$ cat src/rtl/sq_pkg.sv
package sq_pkg;
    typedef enum logic [1:0] {
        SQ_EMPTY = 2'd0,
        SQ_PART  = 2'd1,
        SQ_FULL  = 2'd2
    } sq_state_e;
endpackage

$ cat src/rtl/sq_slot.sv
module sq_slot #(
    parameter int WIDTH = 8
) (
    input  logic             clk,
    input  logic             rst_n,
    input  logic             shift,
    input  logic             wr_en,
    input  logic [WIDTH-1:0] wr_data,
    input  logic             inv_self,
    input  logic             inv_next,
    input  logic [WIDTH-1:0] nxt_data,
    input  logic             nxt_valid,
    input  logic             nxt_used,
    output logic [WIDTH-1:0] data,
    output logic             valid,
    output logic             used
);
    always_ff @(posedge clk) begin
        if (!rst_n) begin
            data  <= '0;
            valid <= 1'b0;
            used  <= 1'b0;
        end else if (wr_en) begin
            data  <= wr_data;
            valid <= 1'b1;
            used  <= 1'b1;
        end else if (shift) begin
            data  <= nxt_data;
            valid <= nxt_valid & ~inv_next;
            used  <= nxt_used;
        end else begin
            valid <= valid & ~inv_self;
        end
    end


    live_is_used_chk: assert property (@(posedge clk) disable iff (!rst_n)
        valid |-> used);
endmodule

$ cat src/rtl/sq_ctrl.sv
module sq_ctrl
    import sq_pkg::*;
#(
    parameter int DEPTH = 4
) (
    input  logic             clk,
    input  logic             rst_n,
    input  logic [DEPTH-1:0] used,
    input  logic             head_valid,
    input  logic             deq_ready,
    input  logic             inv_head,
    input  logic             enq_valid,
    output logic             shift,
    output logic             enq_ready,
    output logic [DEPTH-1:0] wr_en,
    output sq_state_e        state
);
    sq_state_e        state_nx;
    logic             enq_fire;
    logic [DEPTH-1:0] kept_used;
    logic [DEPTH-1:0] post_used;

    always_ff @(posedge clk) begin
        if (!rst_n) state <= SQ_EMPTY;
        else        state <= state_nx;
    end

    always_comb begin
        shift     = (state != SQ_EMPTY) && (!head_valid || deq_ready || inv_head);
        enq_ready = (state != SQ_FULL) || shift;
        enq_fire  = enq_valid && enq_ready;
        kept_used = shift ? (used >> 1) : used;
        wr_en[0]  = enq_fire && !kept_used[0];
        for (int i = 1; i < DEPTH; i++) begin
            wr_en[i] = enq_fire && !kept_used[i] && kept_used[i-1];
        end
        post_used = kept_used | wr_en;
    end

    always_comb begin
        state_nx = state;
        unique case (state)
            SQ_EMPTY: begin
                if (enq_fire) state_nx = (DEPTH == 1) ? SQ_FULL : SQ_PART;
            end
            SQ_PART, SQ_FULL: begin
                if (!post_used[0])            state_nx = SQ_EMPTY;
                else if (post_used[DEPTH-1])  state_nx = SQ_FULL;
                else                          state_nx = SQ_PART;
            end
            default: state_nx = SQ_EMPTY;
        endcase
    end


    empty_no_shift_chk: assert property (@(posedge clk) disable iff (!rst_n)
        (state == SQ_EMPTY) |-> !shift);

    full_refuse_chk: assert property (@(posedge clk) disable iff (!rst_n)
        (used[DEPTH-1] && !shift) |-> !enq_ready);

    head_cancel_shift_chk: assert property (@(posedge clk) disable iff (!rst_n)
        (used[0] && inv_head) |-> shift);

    single_write_chk: assert property (@(posedge clk) disable iff (!rst_n)
        $onehot0(wr_en));

    state_agrees_chk: assert property (@(posedge clk) disable iff (!rst_n)
        (state == SQ_EMPTY) == !used[0]);
endmodule

$ cat src/rtl/sq_shift_queue.sv
module sq_shift_queue
    import sq_pkg::*;
#(
    parameter int DEPTH = 4,
    parameter int WIDTH = 8
) (
    input  logic             clk,
    input  logic             rst_n,
    input  logic             enq_valid,
    output logic             enq_ready,
    input  logic [WIDTH-1:0] enq_data,
    output logic             deq_valid,
    input  logic             deq_ready,
    output logic [WIDTH-1:0] deq_data,
    input  logic [DEPTH-1:0] inv_mask
);
    localparam int CHAIN = DEPTH + 1;

    logic [CHAIN-1:0][WIDTH-1:0] s_data;
    logic [CHAIN-1:0]            s_valid;
    logic [CHAIN-1:0]            s_used;
    logic [CHAIN-1:0]            inv_ext;
    logic [DEPTH-1:0]            wr_en;
    logic                        shift;
    sq_state_e                   state;

    assign s_data[DEPTH]  = '0;
    assign s_valid[DEPTH] = 1'b0;
    assign s_used[DEPTH]  = 1'b0;
    assign inv_ext        = {1'b0, inv_mask};

    sq_ctrl #(.DEPTH(DEPTH)) u_ctrl (
        .clk        (clk),
        .rst_n      (rst_n),
        .used       (s_used[DEPTH-1:0]),
        .head_valid (s_valid[0]),
        .deq_ready  (deq_ready),
        .inv_head   (inv_mask[0]),
        .enq_valid  (enq_valid),
        .shift      (shift),
        .enq_ready  (enq_ready),
        .wr_en      (wr_en),
        .state      (state)
    );

    for (genvar g = 0; g < DEPTH; g++) begin : g_slot
        sq_slot #(.WIDTH(WIDTH)) u_slot (
            .clk       (clk),
            .rst_n     (rst_n),
            .shift     (shift),
            .wr_en     (wr_en[g]),
            .wr_data   (enq_data),
            .inv_self  (inv_ext[g]),
            .inv_next  (inv_ext[g+1]),
            .nxt_data  (s_data[g+1]),
            .nxt_valid (s_valid[g+1]),
            .nxt_used  (s_used[g+1]),
            .data      (s_data[g]),
            .valid     (s_valid[g]),
            .used      (s_used[g])
        );
    end

    assign deq_valid = s_valid[0];
    assign deq_data  = s_data[0];


    contiguous_chk: assert property (@(posedge clk) disable iff (!rst_n)
        (s_used[DEPTH-1:0] & ~(s_used[DEPTH-1:0] >> 1) & ~s_used[DEPTH-1:0]) == '0
        && ((s_used[DEPTH-1:1] & ~s_used[DEPTH-2:0]) == '0));

    empty_enq_kept_chk: assert property (@(posedge clk) disable iff (!rst_n)
        (state == SQ_EMPTY && enq_valid) |=> (deq_valid && s_used[0]));
endmodule

$ cat config.mk
export PLATFORM = sky130hd
export DESIGN_NAME = sq_shift_queue
export DESIGN_NICKNAME = d
export VERILOG_FILES = /design/src/rtl/sq_pkg.sv /design/src/rtl/sq_slot.sv /design/src/rtl/sq_ctrl.sv /design/src/rtl/sq_shift_queue.sv
export SDC_FILE = /design/constraint.sdc
export NUM_CORES = 1
export LEC_CHECK = 0
export ABC_AREA = 0
export BUFFER_PORTS_ARGS = -buffer_cell sky130_fd_sc_hd__buf_2
export CAP_MARGIN = 20
export CORE_ASPECT_RATIO = 0.9
export CORE_UTILIZATION = 40
export CTS_CLUSTER_DIAMETER = 150
export DETAILED_ROUTE_END_ITERATION = 6
export HOLD_SLACK_MARGIN = 0.12
export PLACE_DENSITY = 0.55
export SLEW_MARGIN = 20
export SYNTH_ARGS = -nofsm -noshare
export SYNTH_HDL_FRONTEND = slang
export SYNTH_SLANG_ARGS = --single-unit
$ cat constraint.sdc
create_clock -name clk -period 2.1 [get_ports clk]
set_input_delay 0.315 -clock clk [delete_from_list [all_inputs] [get_ports clk]]
set_output_delay 0.315 -clock clk [all_outputs]
set_load 0.005 [all_outputs]
==> key figures, run 1 <==
Power
  • Logic pwr share: 28.9%
  • Seq pwr share: 45.2%
  • Clock power share: 25.9%
  • Power density cells: 817 nW/um^2
  • Psw: 0.662 mW
  • Leak pwr: 1.08 nW
  • Sw frac: 31.4%
  • Tot Pwr: 2.11 mW
  • Maximum VDD drop: 0.418 mV
  • Cell internal pwr: 1.44 mW

Setup path
  • Critical path, cell by cell: inv_1 -> ha_1 -> nor2b_1 -> o211ai_1 -> o22ai_2 -> buf_12 -> mux2i_1
  • Crit-path max FO: 6
  • Critical Path RT: 2320 ps
  • Startpoint Class: register
  • Arr. time, crit path: 2100 ps
  • Critical Path Sink Type: register
  • Slowest cell delay on critical path: 360 ps
  • Top Family by Delay on Critical Path: compound AO/OA/AOI/OAI gates
  • Crit-path slowest cell: dfxtp_1
  • Crit path buffers/inverters: 2
  • Worst Setup Path Type: reg -> reg

Clock network
  • TritonCTS Sinks: 42
  • Root buf cell: clkbuf_8
  • Setup bufs post-CTS: 0
  • Post-cts resize count: 0
  • # hold bufs at CTS: 0
  • Clock Latency Late Sink: 290 ps
  • TritonCTS Buffers: 5
  • Clock tree buffer depth: 2
  • CTS clock-pin slew for the worst setup and hold paths: 80 ps
  • CTS tree: done
  • H-tree depth: 2

Worst hold path
  • Hold Crit Class: in -> reg

Drt
  • Detail Route Antenna Nets: 0
  • Via density: 5.55
  • Routed vias: 1820
  • DRT Pass-1 Iters: 4
  • # DRC: 0
  • DR WL/cell: 16.4 um
  • Final WL: 5390 um
  • DR iter-0 viols: 91

STA
  • Min Tclk post-route: 1880 ps
  • WHS: 272 ps
  • Worst slew margin: 52.1%
  • Final setup violation count: 0
  • Slew Viols, Final: 0
  • Worst slew pin tran: 718 ps
  • RSZ-0062 raised after global routing: false
  • Tcrit/Tclk final: 89.5%
  • Final Hold Viols: 0
  • Setup TNS: 0 ps
  • Max Freq: 532 MHz
  • Clock Skew: 4.58 ps

Logic synthesis
  • Fraction of registers with async set/reset: 0%
  • Share of the synthesized area in the top cell type: 37.8%
  • Syn Nets: 247
  • Post-Synthesis Cells: 228
  • Mapped cell area: 2220 sq um
  • Netlist cell types: 46
  • Register area share after synthesis: 37.8%
  • Yosys warns: 0
  • Top cells by area, synth: dfxtp_1 38%, mux2i_1 11%, a221oi_2 5.4%
  • Yosys reg bits: 42
  • Synthesized area per cell: 9.75 sq um
  • Post-synth top area cell: dfxtp_1
  • Synth Flop Type: dfxtp_1
  • Post-synth EDFFs: 0

Final layout
  • Cell area after layout: 2580 sq um
  • Layout Area Growth over Synthesis: 15.9%
  • Final #Nets: 279
  • Diodes inserted: 0
  • Fraction of layout cells with a size suffix above 1: 28.4%

Die
  • IO Pins: 26
  • Area of the core: 5320 sq um
  • Chip Height: 72.7 um
  • Die X: 80.6 um
  • Placement Rows: 25
  • Starting Density: 41.8%
  • Full die area: 5860 sq um

Flow run
  • Max-cap viol count: 0

Placed design
  • Buffers on Ports: 25
  • Post-DP Area: 2490 sq um
  • Post-DP HPWL: 3770 um
  • Placer congestion estimate: 0.792

Global route
  • First-pass GRT wire length: 8800 um
  • Antenna violations before repair: 0
  • Largest net degree at the start of global routing: 23
  • Total Routing Usage GR: 20.0%
  • Vias in the first global route: 1739
  • Gr ovfl total: 0

Status
  • Status: completed
==> metrics by stage <==
step	setup WS, ps	utilization [%]	cells
2_1_floorplan	475	-	228
5_1_grt	53.4	48.5	328
3_5_place_dp	220	46.8	320
3_3_place_gp	195	46.8	320
4_1_cts	207	48.5	328
6_report	220	48.5	328
==> layout make-up <==
| class | count | area [sq um] |
|---|---|---|
| Clock buffer | 7 | 86.3 |
| Clock inverter | 1 | 5.00 |
| Fill cell | 521 | 2740 |
| Inverter | 9 | 33.8 |
| Multi-Input combinational cell | 158 | 1230 |
| Sequential cell | 42 | 841 |
| Tap cell | 67 | 83.8 |
| Timing Repair Buffer | 44 | 293 |
==> metal layers <==
layer | vias to the layer above | track usage (%) | part of all wire (%)
met5 | - | 0 | 0
met4 | 0 | 6.55 | 1.1
met3 | 7 | 3.88 | 4.4
met2 | 40 | 31.1 | 42
met1 | 862 | 27.8 | 52
li1 | 911 | - | -
==> Yosys cell counts (2+ instances only) <==
library cell / count
nor2_1: 3
nand2_2: 2
and3_1: 9
clkbuf_1: 5
a221oi_2: 8
nor3_1: 3
o22ai_2: 2
a21boi_1: 8
nand3_1: 2
a311oi_1: 2
buf_6: 3
inv_1: 7
or3_1: 9
buf_4: 3
nand2b_1: 3
mux2_2: 2
mux2i_1: 24
nor2b_1: 11
o21ai_0: 3
ha_1: 3
o21ai_1: 9
nand2_1: 13
buf_2: 7
a21oi_1: 8
dfxtp_1: 42
a22o_1: 8
o211ai_1: 10
==> sequential cells by signal, summed over array words and instances (netlist names) <==
name,flops
u_ctrl.state,2
g_slot.u_slot.data,32
g_slot.u_slot.valid,4
g_slot.u_slot.used,4
==> worst reg2reg max path: cells and delay by family, from the launching register on <==
| kind | cells | cell delay (ps) |
|---|---|---|
| fa+ha+maj | 1 | 240 |
| compound gates | 2 | 480 |
| mux | 1 | 180 |
| buf+inv | 2 | 220 |
| simple gates | 1 | 340 |
| flops | 1 | 360 |
==> power by group through the flow <==
stage | logic [mW] | registers, mW | clock network (mW)
2_1_floorplan | 0.416 | 0.957 | 0
3_3_place_gp | 0.610 | 0.969 | 0
3_5_place_dp | 0.609 | 0.968 | 0
4_1_cts | 0.612 | 0.951 | 0.561
5_1_grt | 0.665 | 0.965 | 0.596
6_report | 0.609 | 0.951 | 0.545
==> cell usage in the layout (no fill, tap or decap), types with 6 or more instances in the layout <==
cell	instances
a21oi_1	8
mux2i_1	24
buf_2	25
a22o_1	8
clkbuf_8	6
a221oi_2	8
dfxtp_1	42
or3_1	9
a21boi_1	8
nand2_1	13
buf_4	17
inv_1	7
o21ai_1	9
o211ai_1	10
and3_1	9
nor2b_1	11
==> logic make-up after synthesis <==
kind of cell,count (synthesis),share of synthesized area [%]
adders and majority gates,3,1.69
muxes,26,11.8
DFF,42,37.8
and+or+nand+nor,60,15.9
AOI/OAI and AO/OA,69,26.1
buffers and inverters,28,6.64
==> path summary, 6_finish.rpt <==
| kind | start | endpoint | slack (ps) | cells past startpoint |
|---|---|---|---|---|
| worst max-delay path | u_ctrl.state[0]$_SDFFE_PN0P_ | g_slot[1].u_slot.data[4]$_SDFFE_PN0P_ | 220 | 7 |
| worst min register to register | g_slot[3].u_slot.data[7]$_SDFFE_PN0P_ | g_slot[3].u_slot.data[7]$_SDFFE_PN0P_ | 480 | 1 |
| worst max register to register | u_ctrl.state[0]$_SDFFE_PN0P_ | g_slot[1].u_slot.data[4]$_SDFFE_PN0P_ | 220 | 7 |
| worst min-delay path | enq_data[4] | g_slot[3].u_slot.data[4]$_SDFFE_PN0P_ | 270 | 2 |
(Power assumes the default switching activity.)
==> run 2, diff against run 1 <==
--- a/config.mk
+++ b/config.mk
@@ -17,4 +17,5 @@
 export SLEW_MARGIN = 20
 export SYNTH_ARGS = -nofsm -noshare
 export SYNTH_HDL_FRONTEND = slang
+export SYNTH_HIERARCHICAL = 1
 export SYNTH_SLANG_ARGS = --single-unit
==> run 2 against run 1 <==
Sequential share of layout area shrank 2.0 points. Hold slack better by 110 ps. Non-clock buffer count fell by 8. Sequential cell count stayed put. Clock skew is 3.0 ps higher. Critical path depth down 2. Area after synthesis rose by 5.8%. Maximum frequency about the same. Synthesized cell count decreased by 7.9%. Cell count is 2.4% lower. Critical path type is now reg -> out. Critical endpoint is now enq_ready.
==> key figures, run 2 <==
Status
  • Status: completed

STA
  • Min Tclk post-route: 1880 ps (+1.43 ps)
  • Clock Skew: 7.60 ps (+3.02 ps)
  • Final Hold Viols: 0 (unchanged)
  • Tcrit/Tclk final: 89.6% (about the same)
  • Worst slew margin: 60.6% (+8.4 points)
  • Final setup violation count: 0 (unchanged)
  • Worst slew pin tran: 584 ps (-134 ps)
  • Worst Slack Setup Final: 218 ps (-1.43 ps)
  • Slew Viols, Final: 0 (unchanged)
  • RSZ-0062 raised after global routing: false
  • Max Freq: 531 MHz (about the same)
  • Setup TNS: 0 ps (unchanged)

Setup path
  • Crit-path max FO: 6 (unchanged)
  • Critical Path Sink Type: output port
  • Slowest cell delay on critical path: 350 ps (about the same)
  • Critical path, cell by cell: inv_1 -> ha_1 -> buf_4 -> o21ai_0 -> buf_2
  • Crit-path slowest cell: dfxtp_1
  • Top Family by Delay on Critical Path: buffers and inverters
  • Arr. time, crit path: 1570 ps (-530 ps)
  • Worst Setup Path Type: reg -> out
  • Startpoint Class: register
  • Crit path buffers/inverters: 3 (+1)
  • Critical Path RT: 1780 ps (-540 ps)

Final layout
  • Final #Nets: 268 (-3.9%)
  • Diodes inserted: 0 (unchanged)
  • Most common cell after layout, fill and taps aside: dfxtp_1
  • Layout Area Growth over Synthesis: 16.9%
  • Final core utilization: 48.6% (+0.093 points)
  • Largest regs: g_slot.u_slot/data (32), g_slot.u_slot/used (4), g_slot.u_slot/valid (4)
  • Fraction of layout cells with a size suffix above 1: 32.8% (+4.4 points)
  • Non-filler cells, final: 320 (-2.4%)
  • Max FFs per register: 32 (unchanged)
  • Most used cells in the layout excluding fill and tap cells: 42 x dfxtp_1, 35 x nand2b_1, 32 x o211a_1
  • Reg with most FFs: g_slot.u_slot/data

Placed design
  • DP Cell Count: 312 (-2.5%)
  • Buffers on Ports: 25 (unchanged)
  • Pre-CTS setup slack: 165 ps (-55.5 ps)
  • Placer congestion estimate: 0.759 (-4.2%)
  • Post-DP HPWL: 3150 um (-16%)

Power
  • Power density cells: 814 nW/um^2 (-0.31%)
  • Maximum VDD drop: 0.302 mV (-28%)
  • Leak pwr: 1.47 nW (+36%)
  • Tot Pwr: 2.24 mW (+6.3%)

Die
  • Chip Height: 74.8 um (+2.8%)
  • Die X: 82.8 um (+2.8%)
  • IO Pins: 26 (unchanged)
  • Starting Density: 41.6% (-0.26 points)
  • Placement Rows: 26 (+4.0%)
  • Area of the core: 5660 sq um (+6.4%)
  • Full die area: 6190 sq um (+5.6%)

Logic synthesis
  • Post-synth top area cell: dfxtp_1
  • Synthesized area per cell: 11.2 sq um (+15%)
  • Fraction of registers with async set/reset: 0% (unchanged)
  • Netlist cell types: 32 (-30%)
  • Yosys warns: 6 (+6)
  • Share of the synthesized area in the top cell type: 35.7% (-2.1 points)
  • Post-synth EDFFs: 0 (unchanged)
  • Register area share after synthesis: 35.7% (-2.1 points)
  • Post-synth top cells: 42 x dfxtp_1, 35 x nand2b_1, 32 x o211a_1
  • Synth Flop Type: dfxtp_1
  • Post-Synthesis Cells: 210 (-7.9%)
  • Mapped cell area: 2350 sq um (+5.8%)
  • Yosys reg bits: 42 (unchanged)
  • Top cells by area, synth: dfxtp_1 36%, mux2_4 18%, o211a_1 14%
  • Most instantiated library cell after synthesis: dfxtp_1

Drt
  • Detail Route Antenna Nets: 0 (unchanged)
  • Routed vias: 1644 (-9.7%)
  • # DRC: 0 (unchanged)
  • Final WL: 4560 um (-15%)
  • DR iter-0 viols: 75 (-18%)
  • DR WL/cell: 14.2 um (-13%)
  • Via density: 5.14 (-7.4%)
  • DRT Pass-1 Iters: 4 (unchanged)

Clock network
  • Clock Latency Late Sink: 290 ps (about the same)
  • CTS clock-pin slew for the worst setup and hold paths: 80 ps (about the same)
  • TritonCTS Buffers: 5 (unchanged)
  • Post-cts resize count: 0 (unchanged)
  • Setup bufs post-CTS: 0 (unchanged)
  • Clock tree buffer depth: 2 (unchanged)
  • H-tree depth: 2 (unchanged)
  • CTS tree: done
  • # hold bufs at CTS: 0 (unchanged)
  • TritonCTS Sinks: 42 (unchanged)
  • Root buf cell: clkbuf_8

Global route
  • Vias in the first global route: 1497 (-14%)
  • Largest net degree at the start of global routing: 24 (+4.3%)
  • Antenna violations before repair: 0 (unchanged)
  • Gr ovfl total: 0 (unchanged)
  • Total Routing Usage GR: 15.4% (-4.6 points)
  • First-pass GRT wire length: 7430 um (-16%)

Flow run
  • Max-cap viol count: 0 (unchanged)

Worst hold path
  • Hold Crit Class: in -> reg
## run 2: changes by cell type after synthesis, moves of 9 or more
| cell | before | now |
|---|---|---|
| nand2_1 | 13 | 1 |
| and3_1 | 9 | 0 |
| o211a_1 | 0 | 32 |
| o211ai_1 | 10 | 1 |
| nand2b_1 | 3 | 35 |
| nor2b_1 | 11 | 0 |
| or3_1 | 9 | 0 |
| mux2i_1 | 24 | 0 |
| mux2_4 | 0 | 28 |
## run 2: metal layers
layer  part of all wire (%)  wire length [um]  up-vias  GRT usage (%)
met5                      0                 0        -              0
met4                    1.0                46        0           4.02
met3                    2.4               111        6           4.28
met2                     42              1910       21           24.5
met1                     55              2490      778           20.8
li1                       -                 -      839              -
## run 2: tightest hold or removal path, stage by stage
cell and delay, ps:
buf_2 100, nand2b_1 100, o211a_1 140
## run 2: path summary, 6_finish.rpt
kind	start	to	slack, ps	cells after the start
max	u_ctrl/state[0]$_SDFFE_PN0P_	enq_ready	220	5
min	enq_data[7]	g_slot[0].u_slot/data[7]$_SDFFE_PN0P_	380	3
min reg2reg	u_ctrl/state[1]$_SDFFE_PN0P_	u_ctrl/state[1]$_SDFFE_PN0P_	510	2
max reg2reg	u_ctrl/state[0]$_SDFFE_PN0P_	g_slot[0].u_slot/data[5]$_SDFFE_PN0P_	240	6
## run 2: final cells by class
class,count,area [sq um]
multi-input combinational,161,1460
fill,554,2910
clock buffer,7,76.3
inverter,3,11.3
timing repair buffer,36,245
clock inverter,1,30.0
sequential,42,841
tap,70,87.6
## run 2: power breakdown
group	internal [mW]	switching [mW]
combinational	0.378	0.264
sequential	0.901	0.0634
clock	0.356	0.277
total	1.64	0.604
## run 2: logic make-up after synthesis
group	Yosys count	synth area share, %
AO/OA/AOI/OAI	55	20.9
adder cells (fa/ha/maj)	3	1.60
buffers and inverters	17	4.25
flip-flops	42	35.7
multiplexers	36	21.7
other	1	0.159
AND/OR/NAND/NOR	56	15.7
## run 2: stage by stage
| step | hold slack [ps] | area [sq um] |
|---|---|---|
| 3_3_place_gp | 492 | 2640 |
| 6_report | 379 | 2750 |
| 4_1_cts | 369 | 2750 |
| 5_1_grt | 372 | 2750 |
| 3_5_place_dp | 498 | 2640 |
| 2_1_floorplan | 476 | 2390 |
==> run 3, diff against run 2 <==
--- a/config.mk
+++ b/config.mk
@@ -13,9 +13,8 @@
 export CTS_CLUSTER_DIAMETER = 150
 export DETAILED_ROUTE_END_ITERATION = 6
 export HOLD_SLACK_MARGIN = 0.12
-export PLACE_DENSITY = 0.55
+export PLACE_DENSITY = 0.6
 export SLEW_MARGIN = 20
 export SYNTH_ARGS = -nofsm -noshare
 export SYNTH_HDL_FRONTEND = slang
-export SYNTH_HIERARCHICAL = 1
 export SYNTH_SLANG_ARGS = --single-unit
==> run 3 against run 2 <==
Combinational power fell by 9.7%. Wire length increased by 19%. Non-clock buffer count increased by 6. Via count is 9.4% higher. Hold slack got worse by 130 ps. Sequential share of layout area is 2.7 points higher. First-iteration DRC count rose by 64%. Core utilization fell by 1.1 points. Total power decreased by 8.9%. Largest power group unchanged.
==> key figures, run 3 (same netlist as run 1, synthesis figures left out) <==
Status
  • Status: completed

Final layout
  • Most common cell after layout, fill and taps aside: dfxtp_1
  • Diodes inserted: 0 (unchanged)
  • Layout Area Growth over Synthesis: 13.6%
  • Largest regs: g_slot.u_slot.data (32), g_slot.u_slot.used (4), g_slot.u_slot.valid (4)
  • Final core utilization: 47.5% (-1.1 points)
  • Most used cells in the layout excluding fill and tap cells: 42 x dfxtp_1, 25 x buf_2, 24 x mux2i_1
  • Reg with most FFs: g_slot.u_slot.data
  • Non-filler cells, final: 325 (+1.6%)
  • Final #Nets: 277 (+3.4%)
  • Fill count: 531 (-4.2%)
  • Area of the multi-input gates: 1230 sq um (-15%)
  • Register Area: 841 sq um (unchanged)
  • Max FFs per register: 32 (unchanged)
  • Fraction of layout cells with a size suffix above 1: 27.9% (-4.9 points)

Clock network
  • Setup bufs post-CTS: 0 (unchanged)
  • TritonCTS Buffers: 5 (unchanged)
  • CTS clock-pin slew for the worst setup and hold paths: 80 ps (about the same)
  • TritonCTS Sinks: 42 (unchanged)
  • H-tree depth: 2 (unchanged)
  • Clock tree buffer depth: 2 (unchanged)
  • CTS tree: done
  • Clock Latency Late Sink: 300 ps (about the same)
  • Root buf cell: clkbuf_8

Global route
  • Busiest grt layer: met2
  • GR Util met2: 30.3% (+5.8 points)
  • Antenna violations before repair: 0 (unchanged)
  • Total Routing Usage GR: 20.1% (+4.7 points)
  • First-pass GRT wire length: 8670 um (+17%)
  • Met1 usage: 27.9% (+7.2 points)
  • Gr ovfl total: 0 (unchanged)
  • Vias in the first global route: 1682 (+12%)
  • Largest net degree at the start of global routing: 29 (+21%)
  • M3 GR Usage: 5.38% (+1.1 points)

Placed design
  • Buffers on Ports: 25 (unchanged)
  • Post-DP HPWL: 3870 um (+23%)
  • Placer congestion estimate: 0.749 (-1.3%)
  • DP Cell Count: 318 (+1.9%)

Setup path
  • Arr. time, crit path: 2160 ps (+590 ps)
  • Critical Path RT: 2330 ps (+550 ps)
  • Critical Path Sink Type: register
  • Startpoint Class: register
  • Slowest cell delay on critical path: 380 ps (+30 ps)
  • Worst Setup Path Type: reg -> reg
  • Crit-path slowest cell: o22ai_2
  • Reg-to-reg endpoint: g_slot[1].u_slot.data[4]$_SDFFE_PN0P_
  • Crit path buffers/inverters: 1 (-2)
  • Top Family by Delay on Critical Path: compound AO/OA/AOI/OAI gates
  • Worst R2R Start: u_ctrl.state[0]$_SDFFE_PN0P_
  • Crit-path max FO: 5 (-1)
  • Reg2reg path depth: 6 (unchanged)
  • R2R setup slack: 170 ps (-70 ps)
  • Critical path, cell by cell: inv_1 -> ha_1 -> nor2b_1 -> o211ai_1 -> o22ai_2 -> mux2i_1

Die
  • Die X: 80.6 um (-2.7%)
  • Chip Height: 72.7 um (-2.7%)
  • IO Pins: 26 (unchanged)
  • Area of the core: 5320 sq um (-6.1%)
  • Placement Rows: 25 (-3.8%)
  • Starting Density: 41.8% (+0.26 points)
  • Full die area: 5860 sq um (-5.3%)

STA
  • Max Freq: 518 MHz (-2.6%)
  • Setup TNS: 0 ps (unchanged)
  • Clock Skew: 7.52 ps (-0.0773 ps)
  • Final setup violation count: 0 (unchanged)
  • Min Tclk post-route: 1930 ps (+50.0 ps)
  • RSZ-0062 raised after global routing: false
  • Tcrit/Tclk final: 92.0% (+2.4 points)
  • Worst slew margin: 47.1% (-13 points)
  • Slew Viols, Final: 0 (unchanged)
  • Final Hold Viols: 0 (unchanged)
  • Worst slew pin tran: 794 ps (+210 ps)

Drt
  • Detail Route Antenna Nets: 0 (unchanged)
  • Routed vias: 1798 (+9.4%)
  • Final WL: 5440 um (+19%)
  • DRT Pass-1 Iters: 4 (unchanged)
  • Via density: 5.53 (+7.7%)
  • DR WL/cell: 16.8 um (+18%)
  • # DRC: 0 (unchanged)
  • DR iter-0 viols: 123 (+64%)

Power
  • Leak pwr: 1.06 nW (-28%)
  • Power density cells: 808 nW/um^2 (-0.83%)
  • Maximum VDD drop: 0.481 mV (+59%)

Worst hold path
  • WHS Path Cells: 2 (-1)
  • Hold Path End: g_slot[3].u_slot.data[4]$_SDFFE_PN0P_
  • Hold Crit Class: in -> reg
  • Min-delay src: enq_data[4]

Flow run
  • Max-cap viol count: 0 (unchanged)
## run 3: changes by cell type in the layout (fill, tap and decap cells not counted), sizes merged, moves of 14 or more
cell    before  now
mux2        36    2
nand2b      35    3
o211a       32    0
mux2i        0   24
nand2        1   15
## run 3: routing by layer
metal,routed length (um),vias to the layer above
li1,-,906
met1,2650,842
met2,2490,50
met3,309,0
met4,0,0
met5,0,-
## run 3: worst register-to-register path: cells and delay by family (launching register included)
| family | cells | cell delay (ps) |
|---|---|---|
| AND/OR/NAND/NOR | 1 | 330 |
| AO/OA/AOI/OAI | 2 | 610 |
| flip-flops | 1 | 370 |
| buffers and inverters | 1 | 70 |
| adder cells (fa/ha/maj) | 1 | 240 |
| multiplexers | 1 | 250 |
## run 3: cell type report
class                           instances  share of cell area [%]
Clock buffer                            5                    2.73
Multi-Input combinational cell        158                    48.9
Inverter                                9                    1.34
Clock inverter                          2                   0.396
Sequential cell                        42                    33.3
Tap cell                               67                    3.32
Timing Repair Buffer                   42                    10.0
## run 3: how the worst max path moves through the flow
stage,start,to,slack [ps],cells past startpoint
after detailed placement,u_ctrl.state[0]$_SDFFE_PN0P_,g_slot[1].u_slot.data[4]$_SDFFE_PN0P_,190,6
after global routing,u_ctrl.state[0]$_SDFFE_PN0P_,g_slot[1].u_slot.data[4]$_SDFFE_PN0P_,20,6
after CTS,u_ctrl.state[0]$_SDFFE_PN0P_,enq_ready,70,5
final,u_ctrl.state[0]$_SDFFE_PN0P_,g_slot[1].u_slot.data[4]$_SDFFE_PN0P_,170,6
after global placement,u_ctrl.state[0]$_SDFFE_PN0P_,g_slot[1].u_slot.data[6]$_SDFFE_PN0P_,230,6
after floorplan,u_ctrl.state[0]$_SDFFE_PN0P_,g_slot[3].u_slot.data[0]$_SDFFE_PN0P_,480,7
## run 3: stage by stage
step | setup slack [ps] | hold WS [ps] | power [mW] | instance area (sq um)
finish | 168 | 254 | 2.04 | 2520
global route | 17.0 | 252 | 2.15 | 2520
CTS | 74.4 | 244 | 2.07 | 2520
detailed placement | 194 | 457 | 1.56 | 2450
global placement | 234 | 455 | 1.55 | 2450
floorplan | 475 | 440 | 1.37 | 2220
## run 3: repair_timing
| action | CTS | global route |
|---|---|---|
| gates resized for setup | 0 | 1 |
| hold buffers | 0 | 0 |
| setup endpoints to repair | 0 | 1 |
## run 3: report_power, final
part	total [mW]	leakage, nW	internal [mW]	switching [mW]
logic	0.580	0.670	0.258	0.322
clock network	0.502	0.0438	0.223	0.278
registers	0.957	0.344	0.897	0.0608
